--- src/rtl/gpio_pkg.sv ---
package gpio_pkg;
    localparam int DATA_W = 32;
    localparam int ADDR_W = 6;

    typedef enum logic [3:0] {
        RG_BYPASS  = 4'd0,
        RG_DIR     = 4'd1,
        RG_OE      = 4'd2,
        RG_DRIVE   = 4'd3,
        RG_INPUT   = 4'd4,
        RG_MASK    = 4'd5,
        RG_UNMASK  = 4'd6,
        RG_SETMASK = 4'd7,
        RG_STATUS  = 4'd8,
        RG_SENSE   = 4'd9,
        RG_POL     = 4'd10,
        RG_BOTH    = 4'd11
    } reg_idx_e;
endpackage

--- src/rtl/gpio_sync.sv ---
module gpio_sync #(
    parameter int W = 32
) (
    input  logic         clk,
    input  logic         rst_n,
    input  logic [W-1:0] async_in,
    output logic [W-1:0] sync_out
);
    logic [W-1:0] stage1_q;
    logic [W-1:0] stage2_q;

    always_ff @(posedge clk or negedge rst_n) begin
        if (!rst_n) begin
            stage1_q <= '0;
            stage2_q <= '0;
        end else begin
            stage1_q <= async_in;
            stage2_q <= stage1_q;
        end
    end

    assign sync_out = stage2_q;

    AST_SYNC_LATENCY: assert property (@(posedge clk) disable iff (!rst_n)
        ($past(rst_n) && $past(rst_n, 2)) |-> (sync_out == $past(async_in, 2)));
endmodule

--- src/rtl/gpio_irq_detect.sv ---
module gpio_irq_detect #(
    parameter int W = 32
) (
    input  logic         clk,
    input  logic         rst_n,
    input  logic [W-1:0] lvl_in,
    input  logic [W-1:0] sense_lvl,
    input  logic [W-1:0] pol_hi,
    input  logic [W-1:0] both_edge,
    input  logic         clr_rd,
    output logic [W-1:0] flags
);
    logic [W-1:0] prev_q;
    logic [W-1:0] evt;
    logic [W-1:0] flags_q;

    for (genvar i = 0; i < W; i++) begin : g_pin
        assign evt[i] = sense_lvl[i] ? (pol_hi[i] ? lvl_in[i] : ~lvl_in[i]) :
                        both_edge[i] ? (lvl_in[i] ^ prev_q[i]) :
                        pol_hi[i]    ? (lvl_in[i] & ~prev_q[i]) :
                                       (~lvl_in[i] & prev_q[i]);

        AST_LEVEL_HI_SETS: assert property (@(posedge clk) disable iff (!rst_n)
            (sense_lvl[i] && pol_hi[i] && lvl_in[i]) |=> flags[i]);
    end

    always_ff @(posedge clk or negedge rst_n) begin
        if (!rst_n) begin
            prev_q  <= '0;
            flags_q <= '0;
        end else begin
            prev_q  <= lvl_in;
            flags_q <= (clr_rd ? '0 : flags_q) | evt;
        end
    end

    assign flags = flags_q;

    AST_READ_CLEARS: assert property (@(posedge clk) disable iff (!rst_n)
        clr_rd |=> ((flags & ~$past(evt)) == '0));
endmodule

--- src/rtl/gpio_irq_ctrl.sv ---
module gpio_irq_ctrl
    import gpio_pkg::*;
#(
    parameter int NPINS = 32
) (
    input  logic              clk,
    input  logic              rst_n,
    input  logic              bus_sel,
    input  logic              bus_wr,
    input  logic [ADDR_W-1:0] bus_addr,
    input  logic [DATA_W-1:0] bus_wdata,
    output logic [DATA_W-1:0] bus_rdata,
    input  logic [NPINS-1:0]  pin_in,
    output logic [NPINS-1:0]  pin_out,
    output logic [NPINS-1:0]  pin_oe,
    input  logic [NPINS-1:0]  alt_out,
    input  logic [NPINS-1:0]  alt_oe,
    output logic              irq_out
);
    initial assert (NPINS >= 1 && NPINS <= DATA_W);

    logic [3:0]       idx;
    logic             wr_hit;
    logic             rd_hit;
    logic             stat_rd;
    logic [NPINS-1:0] wd;

    logic [NPINS-1:0] byp_q, dir_q, oe_q, drv_q, mask_q;
    logic [NPINS-1:0] sense_q, pol_q, both_q;
    logic [NPINS-1:0] in_sync, stat;
    logic [NPINS-1:0] rd_v;

    assign idx     = bus_addr[5:2];
    assign wr_hit  = bus_sel & bus_wr;
    assign rd_hit  = bus_sel & ~bus_wr;
    assign stat_rd = rd_hit & (idx == RG_STATUS);
    assign wd      = bus_wdata[NPINS-1:0];

    gpio_sync #(.W(NPINS)) u_sync (
        .clk      (clk),
        .rst_n    (rst_n),
        .async_in (pin_in),
        .sync_out (in_sync)
    );

    gpio_irq_detect #(.W(NPINS)) u_det (
        .clk       (clk),
        .rst_n     (rst_n),
        .lvl_in    (in_sync),
        .sense_lvl (sense_q),
        .pol_hi    (pol_q),
        .both_edge (both_q),
        .clr_rd    (stat_rd),
        .flags     (stat)
    );

    always_ff @(posedge clk or negedge rst_n) begin
        if (!rst_n) begin
            byp_q   <= '0;
            dir_q   <= '1;
            oe_q    <= '0;
            drv_q   <= '0;
            mask_q  <= '1;
            sense_q <= '0;
            pol_q   <= '0;
            both_q  <= '0;
        end else if (wr_hit) begin
            case (idx)
                RG_BYPASS:  byp_q   <= wd;
                RG_DIR:     dir_q   <= wd;
                RG_OE:      oe_q    <= wd;
                RG_DRIVE:   drv_q   <= wd;
                RG_UNMASK:  mask_q  <= mask_q & ~wd;
                RG_SETMASK: mask_q  <= mask_q | wd;
                RG_SENSE:   sense_q <= wd;
                RG_POL:     pol_q   <= wd;
                RG_BOTH:    both_q  <= wd;
                default:    ;
            endcase
        end
    end

    always_comb begin
        rd_v = '0;
        case (idx)
            RG_BYPASS: rd_v = byp_q;
            RG_DIR:    rd_v = dir_q;
            RG_OE:     rd_v = oe_q;
            RG_DRIVE:  rd_v = drv_q;
            RG_INPUT:  rd_v = in_sync;
            RG_MASK:   rd_v = mask_q;
            RG_STATUS: rd_v = stat;
            RG_SENSE:  rd_v = sense_q;
            RG_POL:    rd_v = pol_q;
            RG_BOTH:   rd_v = both_q;
            default:   rd_v = '0;
        endcase
        bus_rdata = rd_hit ? DATA_W'(rd_v) : '0;
    end

    assign pin_out = (byp_q & alt_out) | (~byp_q & drv_q);
    assign pin_oe  = (byp_q & alt_oe)  | (~byp_q & oe_q & ~dir_q);
    assign irq_out = |(stat & ~mask_q);

    AST_UNMASK_CLEARS: assert property (@(posedge clk) disable iff (!rst_n)
        (wr_hit && idx == RG_UNMASK) |=> ((mask_q & $past(wd)) == '0));
    AST_SETMASK_SETS: assert property (@(posedge clk) disable iff (!rst_n)
        (wr_hit && idx == RG_SETMASK) |=> ((mask_q & $past(wd)) == $past(wd)));
    AST_ALL_MASKED_QUIET: assert property (@(posedge clk) disable iff (!rst_n)
        (&mask_q) |-> !irq_out);
endmodule

--- config.mk ---
export PLATFORM = sky130hd
export DESIGN_NAME = gpio_irq_ctrl
export DESIGN_NICKNAME = d
export VERILOG_FILES = /design/src/rtl/gpio_pkg.sv /design/src/rtl/gpio_sync.sv /design/src/rtl/gpio_irq_detect.sv /design/src/rtl/gpio_irq_ctrl.sv
export SDC_FILE = /design/constraint.sdc
export NUM_CORES = 1
export LEC_CHECK = 0
export BUFFER_PORTS_ARGS = -buffer_cell sky130_fd_sc_hd__buf_2
export CAP_MARGIN = 20
export CORE_UTILIZATION = 40
export CTS_CLUSTER_SIZE = 16
export DETAILED_ROUTE_END_ITERATION = 12
export GPL_ROUTABILITY_DRIVEN = 0
export GPL_TIMING_DRIVEN = 0
export REMOVE_ABC_BUFFERS = 1
export SETUP_SLACK_MARGIN = 0.2
export SYNTH_ARGS = -nofsm -noshare
export SYNTH_HDL_FRONTEND = slang
export SYNTH_SLANG_ARGS = --single-unit
--- constraint.sdc ---
create_clock -name clk -period 4.6 [get_ports clk]
set_clock_uncertainty 0.2 [all_clocks]
set_input_delay 0.23 -clock clk [delete_from_list [all_inputs] [get_ports clk]]
set_output_delay 0.23 -clock clk [all_outputs]
set_load 0.1 [all_outputs]
==> reports/metrics.cfg, run 1 <==
[setup_path]
crit_required_ps=4170
worst-path-max-fanout=13
timing.reg2reg.worst_path_depth=6
worst_setup_path_end_kind=output port
worstPathCellList=buf_2, nor4bb_4, buf_8, buf_6, a22o_1, a221oi_1, a31oi_1, buf_2
crit_path_start=bus_addr[4]
r2r-start=u_sync.sync_out[7]$_DFF_PN0_
timing.critical_path.mode_cell=buf_2
critical_path.startpoint_type=primary input
critPathKind=primary input to output port
worstPathArrival_ps=2930
cpPeakStageDelay_ps=900
crit_slowest_cell=nor4bb_4

[cts]
cts_buffer_depth=3
cts.htree.levels=2
cts_setup_buffers=0
tritoncts_num_sinks=384
clock_latency_on_the_worst_skew_pair_ps=560
clk_pin_slew_worst_paths_ps=60
cts_root_buffer_type=clkbuf_16
cts_tree=built
cts_inserted_buffers=44

[floorplanning]
die_height_um=216
chipWidth_um=216
initial_core_util_pct=40.4
core_region_area_um2=45300
num_io_pins=235
floorplan.die_area_um2=46600
floorplan.rows=78

[route]
via_per_inst=5.63
drcViolationCount=0
route.detailed.wl_per_inst_um=22.6
totalWireLength_mm=53.9
dr.first_iter.drc_count=914
drt_pass1_iterations=5
route.vias.total=13396
residual_antenna_violating_net_count_after_detailed_routing=0

[job]
cap_violations=0

[pwr]
power_w=0.0105
power.share.switching_pct=34.2
pwr-share-seq_pct=42.5
power.internal_w=0.00689
power.density_cell_area_nw_per_um2=459
power.switching_w=0.00358
p_clk_share_pct=33.8
total_leakage_power_nw=10.3
vdd_drop_max_uv=257
combPwrFrac_pct=23.7

[sta]
final_hold_viol_count=0
finalSetupViolations=0
max-slew-margin-rel_pct=26.0
grt_setup_unrepaired=false
timing_max_transition_violations_final=0
finalWorstPathRequiredPeriod_ps=3360
max_slew.worst_pin.slew_ps=1100
fmax_mhz=298
finalHoldWorstSlack_ps=43.2
timing.final.crit_share_pct=73.0

[cells_and_area]
area_of_combinational_cells_with_multiple_inputs_um2=7950
layout.cells.most_common_list=dfrtp_1 (320), mux2_2 (245), buf_2 (231)
filler_cell_count=4026
mostFrequentLayoutCell=dfrtp_1
instances_no_fill=2381
layout-drive-gt1-share_pct=37.8
design_area_um2=22800
area_growth_pct=24.5
fin_nets=1949
area.sequential_um2=9690
finalCoreUtilization_pct=50.3

[yosys]
netlist.area_leader.share_pct=43.7
ys_warn_count=0
yosys.area.top_type=dfrtp_1
postSynthRegisterBits=384
syn-cell-area_um2=18300
synth.lib_cells_used.distinct=38
synthCells=1434
post_synth_main_area_contributors=dfrtp_1 (44%), mux2_2 (15%), dfstp_2 (9.2%), ha_1 (4.4%), a221oi_1 (3.1%)
postSynthAreaPerCell_um2=12.8
yosysSeqAreaShare_pct=52.9

[global_route]
antenna_found_initial=7
groute.usage.overall_pct=23.2
grt_pass1_vias=13571
grt_max_degree=122
global_route_wire_length_before_repair_mm=82.4
grt-ovfl-total=0

[placement]
placement.cell_area_um2=20700
dp.final_hpwl_mm=36.5
io_buffers=232
place.detailed.instances=2236

[outcome]
status=finished, final reports clean

[worst_hold_path]
worstHoldPathType=primary input to asynchronous set/reset pin

[kinds of logic (layout without fill, tap and decap cells)]
family	Yosys count	count (layout)	synth area share, %
DFF	384	384	52.9
AOI/OAI and AO/OA	337	337	14.4
muxes	288	288	17.7
buffers and inverters	171	517	4.13
and+or+nand+nor	158	158	4.97
adders and majority gates	64	64	4.37
xor gates and xnor gates	32	32	1.53
other	0	1	0
[critical path, delay by kind of cell]
kind            cells  cell delay, ps
compound gates      3             480
buf+inv             4            1290
simple gates        1             900
[layout make-up]
class	instances	area share, %
antenna	1	0.0110
clock buffer	71	5.89
clock inverter	8	0.521
inverter	96	1.58
multi-input combinational	879	34.9
sequential	384	42.5
tap	600	3.29
timing repair buffer	342	11.3
[power by group through the flow]
stage,clock (W),sequential [W],combinational (W)
after detailed placement,0,0.00450,0.00245
after floorplan,0,0.00431,0.00196
final,0.00353,0.00445,0.00249
after global placement,0,0.00448,0.00237
after CTS,0.00364,0.00444,0.00250
after global routing,0.00377,0.00453,0.00263
[state kept, by name, summed over array words and instances, names as in the netlist, named ones only]
register,cells
both_q,32
byp_q,32
dir_q,32
drv_q,32
oe_q,32
pol_q,32
sense_q,32
u_det.flags,32
u_det.prev_q,32
u_sync.stage1_q,32
u_sync.sync_out,32
[per-layer routing]
layer | wire length [µm] | share of wire, % | global-route usage [%] | vias up
met3 | 3080 | 5.7 | 3.44 | 111
met4 | 1650 | 3.1 | 8.43 | 8
li1 | - | - | - | 6002
met2 | 24600 | 46 | 36.1 | 447
met5 | 49 | 0.091 | 0 | -
met1 | 24500 | 45 | 32.8 | 6828
[synthesized netlist by cell type]
| cell | number |
|---|---|
| a22o_1 | 64 |
| and2_1 | 1 |
| nand3b_1 | 1 |
| dfrtp_1 | 320 |
| dfstp_2 | 64 |
| mux2_1 | 43 |
| buf_6 | 3 |
| nand2b_1 | 32 |
| nor4b_2 | 2 |
| nand2_1 | 68 |
| a31oi_1 | 32 |
| a211oi_1 | 64 |
| nor4bb_1 | 2 |
| nor2b_1 | 33 |
| nor4_2 | 1 |
| nor3b_2 | 1 |
| and4bb_2 | 1 |
| nor4_4 | 1 |
| nor3_1 | 1 |
| nand4_1 | 1 |
| a221oi_1 | 64 |
| buf_1 | 1 |
| and3_1 | 6 |
| o21ai_0 | 33 |
| xnor2_1 | 32 |
| mux2_2 | 245 |
| clkbuf_1 | 35 |
| clkbuf_2 | 1 |
| ha_1 | 64 |
| inv_1 | 96 |
| nor4_1 | 4 |
| buf_4 | 19 |
| a221o_1 | 32 |
| o22ai_1 | 16 |
| nor4b_4 | 2 |
| nor2_1 | 1 |
| a22oi_1 | 32 |
| buf_2 | 16 |
[path summary, 6_finish.rpt]
| check | endpoint | slack [ps] |
|---|---|---|
| max in group asynchronous | u_sync.stage1_q[15]$_DFF_PN0_ | 2720 |
| hold reg to reg | u_sync.sync_out[2]$_DFF_PN0_ | 140 |
| min in group clk | u_sync.stage1_q[26]$_DFF_PN0_ | 110 |
| hold / removal | drv_q[23]$_DFFE_PN0P_ | 40 |
| setup reg to reg | u_det.flags[7]$_DFF_PN0_ | 2840 |
| setup / recovery | bus_rdata[31] | 1240 |
[through the flow]
stage / setup slack, ps / TNS (ps)
2_1_floorplan: -675 / -20980
3_3_place_gp: -5780 / -2289290
3_5_place_dp: 1150 / 0
4_1_cts: 1280 / 0
5_1_grt: 1160 / 0
6_report: 1240 / 0
[timing repair]
item,4_1_cts,5_1_grt
resized for setup,0,0
endpoints found under the hold margin,420,0
setup endpoints to repair,0,0
hold buffers,65,0
Power figures use the tool's default switching activity.
==> inputs of run 2 (changes only) <==
==> constraint.sdc (replaced) <==
create_clock -name clk -period 3.2 [get_ports clk]
set_clock_uncertainty 0.2 [all_clocks]
set_input_delay 0.16 -clock clk [delete_from_list [all_inputs] [get_ports clk]]
set_output_delay 0.16 -clock clk [all_outputs]
set_load 0.1 [all_outputs]
==> run 2 against run 1 <==
  * Via count increased by 0.85%
  * Wire length increased by 0.76%
  * Core utilization increased by 0.38 points
  * Power increased by 44%
  * Clock power increased by 44%
  * Setup slack got worse by 790 ps
  * Final area increased by 0.75%
  * Die area unchanged
  * Flip-flop and latch count unchanged
  * Critical path type is now register to output port
==> reports/metrics.cfg, run 2 (same netlist as run 1, synthesis figures left out) <==
[pwr]
p_clk_share_pct=33.7  ; about the same
vdd_drop_max_uv=370  ; +44%
power.switching_w=0.00517  ; +44%
combPwrFrac_pct=23.8  ; about the same
pwr-share-seq_pct=42.4  ; about the same
power.density_cell_area_nw_per_um2=657  ; +43%
power.internal_w=0.00991  ; +44%
power.share.switching_pct=34.3  ; +0.046 points
total_leakage_power_nw=10.4  ; +0.98%

[route]
drcViolationCount=0  ; unchanged
residual_antenna_violating_net_count_after_detailed_routing=0  ; unchanged
route.detailed.wl_per_inst_um=22.6  ; about the same
drt_pass1_iterations=4  ; -1
totalWireLength_mm=54.3  ; +0.76%
via_per_inst=5.63  ; about the same
route.vias.total=13510  ; +0.85%
dr.first_iter.drc_count=943  ; +3.2%

[cells_and_area]
filler_cell_count=4013  ; -0.32%
area_growth_pct=25.5
design_area_um2=23000  ; +0.75%
layout-drive-gt1-share_pct=38.2  ; +0.46 points
fin_nets=1967  ; +0.92%
mostFrequentLayoutCell=dfrtp_1
layout.cells.most_common_list=dfrtp_1 (320), mux2_2 (245), buf_2 (230)

[floorplanning]
floorplan.die_area_um2=46600  ; unchanged
num_io_pins=235  ; unchanged
initial_core_util_pct=40.4  ; unchanged
die_height_um=216  ; unchanged
core_region_area_um2=45300  ; unchanged
chipWidth_um=216  ; unchanged
floorplan.rows=78  ; unchanged

[outcome]
status=finished, final reports clean

[sta]
timing.final.crit_share_pct=86.0
final_hold_viol_count=0  ; unchanged
grt_setup_unrepaired=false
finalSetupViolations=0  ; unchanged
timing_max_transition_violations_final=0  ; unchanged
fmax_mhz=363
max_slew.worst_pin.slew_ps=994  ; -107 ps
setup-tns-final_ps=0  ; unchanged
postLayoutSetupSlackWorst_ps=448  ; -792 ps
max-slew-margin-rel_pct=33.2  ; +7.2 points
finalWorstPathRequiredPeriod_ps=2750

[worst_hold_path]
worstHoldPathType=primary input to register

[global_route]
grt_most_used_layer=met2
grt_pass1_vias=13641  ; +0.52%
global_route.usage.met1_pct=32.9  ; +0.17 points
grt_use_met3_pct=3.41  ; -0.028 points
global_route_wire_length_before_repair_mm=82.8  ; +0.51%
grt_max_degree=122  ; unchanged
grt-ovfl-total=0  ; unchanged
groute.usage.overall_pct=23.3  ; +0.13 points
global_route.usage.met2_pct=36.4  ; +0.31 points
antenna_found_initial=7  ; unchanged

[placement]
worst_setup_slack_post_dpl_ps=-183  ; -1330 ps
placement.cell_area_um2=20700  ; unchanged
io_buffers=232  ; unchanged
dp.final_hpwl_mm=36.5  ; unchanged

[job]
cap_violations=0  ; unchanged

[setup_path]
worstPathArrival_ps=2390  ; -540 ps
critical_path.startpoint_type=register
worst_setup_path_end_kind=output port
critPathKind=register to output port
crit_required_ps=2840  ; -1330 ps
worst-path-max-fanout=3  ; -10

[cts]
cts_inserted_buffers=44  ; unchanged
clk_pin_slew_worst_paths_ps=60  ; about the same
cts_root_buffer_type=clkbuf_16
cts_tree=built
cts.htree.levels=2  ; unchanged
cts_buffer_depth=3  ; unchanged
tritoncts_num_sinks=384  ; unchanged
clock_latency_on_the_worst_skew_pair_ps=560  ; about the same

[run 2: power by group through the flow]
stage / Combinational, W / Clock, W / Sequential, W
finish: 0.00359 / 0.00509 / 0.00640
global route: 0.00379 / 0.00541 / 0.00651
CTS: 0.00361 / 0.00523 / 0.00639
detailed placement: 0.00352 / 0 / 0.00647
global placement: 0.00340 / 0 / 0.00644
floorplan: 0.00282 / 0 / 0.00620
[run 2: layer usage]
metal	part of all wire, %	up-vias
li1	-	6043
met1	46	6898
met2	46	456
met3	5.5	105
met4	2.9	8
met5	0.081	-
[run 2: timing repair]
item	4_1_cts	5_1_grt
setup buffers	9	5
setup endpoints to repair	20	10
hold buffers	69	0
resized for setup	1	0
hold endpoints to repair	469	0
pin swaps	4	1
[run 2: critical path, cell delays in order (launching register included)]
cell     delay, ps
dfstp_2        540
o22ai_1         90
nor4_1         670
nand4_1        160
buf_2          360
[run 2: final cells by class]
| type | instances | area (µm²) | share of cell area (%) |
|---|---|---|---|
| inverter | 96 | 360 | 1.57 |
| timing repair buffer | 360 | 2750 | 12.0 |
| clock inverter | 8 | 119 | 0.517 |
| multi-input combinational | 879 | 7950 | 34.6 |
| sequential | 384 | 9690 | 42.2 |
| clock buffer | 71 | 1340 | 5.85 |
| tap | 600 | 751 | 3.27 |
| antenna | 1 | 2.50 | 0.0109 |
[run 2: per-stage QoR]
step                      hold slack [ps]  power [W]  cells  utilization (%)
final                                35.2     0.0151   2399             50.7
after CTS                            1.72     0.0152   2393             50.6
after global routing                 28.5     0.0157   2398             50.7
after detailed placement            -1.76    0.00999   2236             45.7
after global placement               69.4    0.00984   2191             43.8
after floorplan                      -336    0.00902   1359                -
[run 2: path summary, 6_finish.rpt]
kind                                         startpoint                             to  slack, ps  cells past startpoint
max                                            register                        irq_out        450                      4
min                                          pin_in[26]  u_sync.stage1_q[26]$_DFF_PN0_         40                      2
max reg2reg                u_sync.sync_out[9]$_DFF_PN0_       u_det.flags[9]$_DFF_PN0_       1410                      6
min reg2reg                u_sync.stage1_q[2]$_DFF_PN0_   u_sync.sync_out[2]$_DFF_PN0_        140                      0
max in group asynchronous                         rst_n  u_sync.stage1_q[15]$_DFF_PN0_       1000                      5
min in group asynchronous                         rst_n           byp_q[5]$_DFFE_PN0P_        450                      3
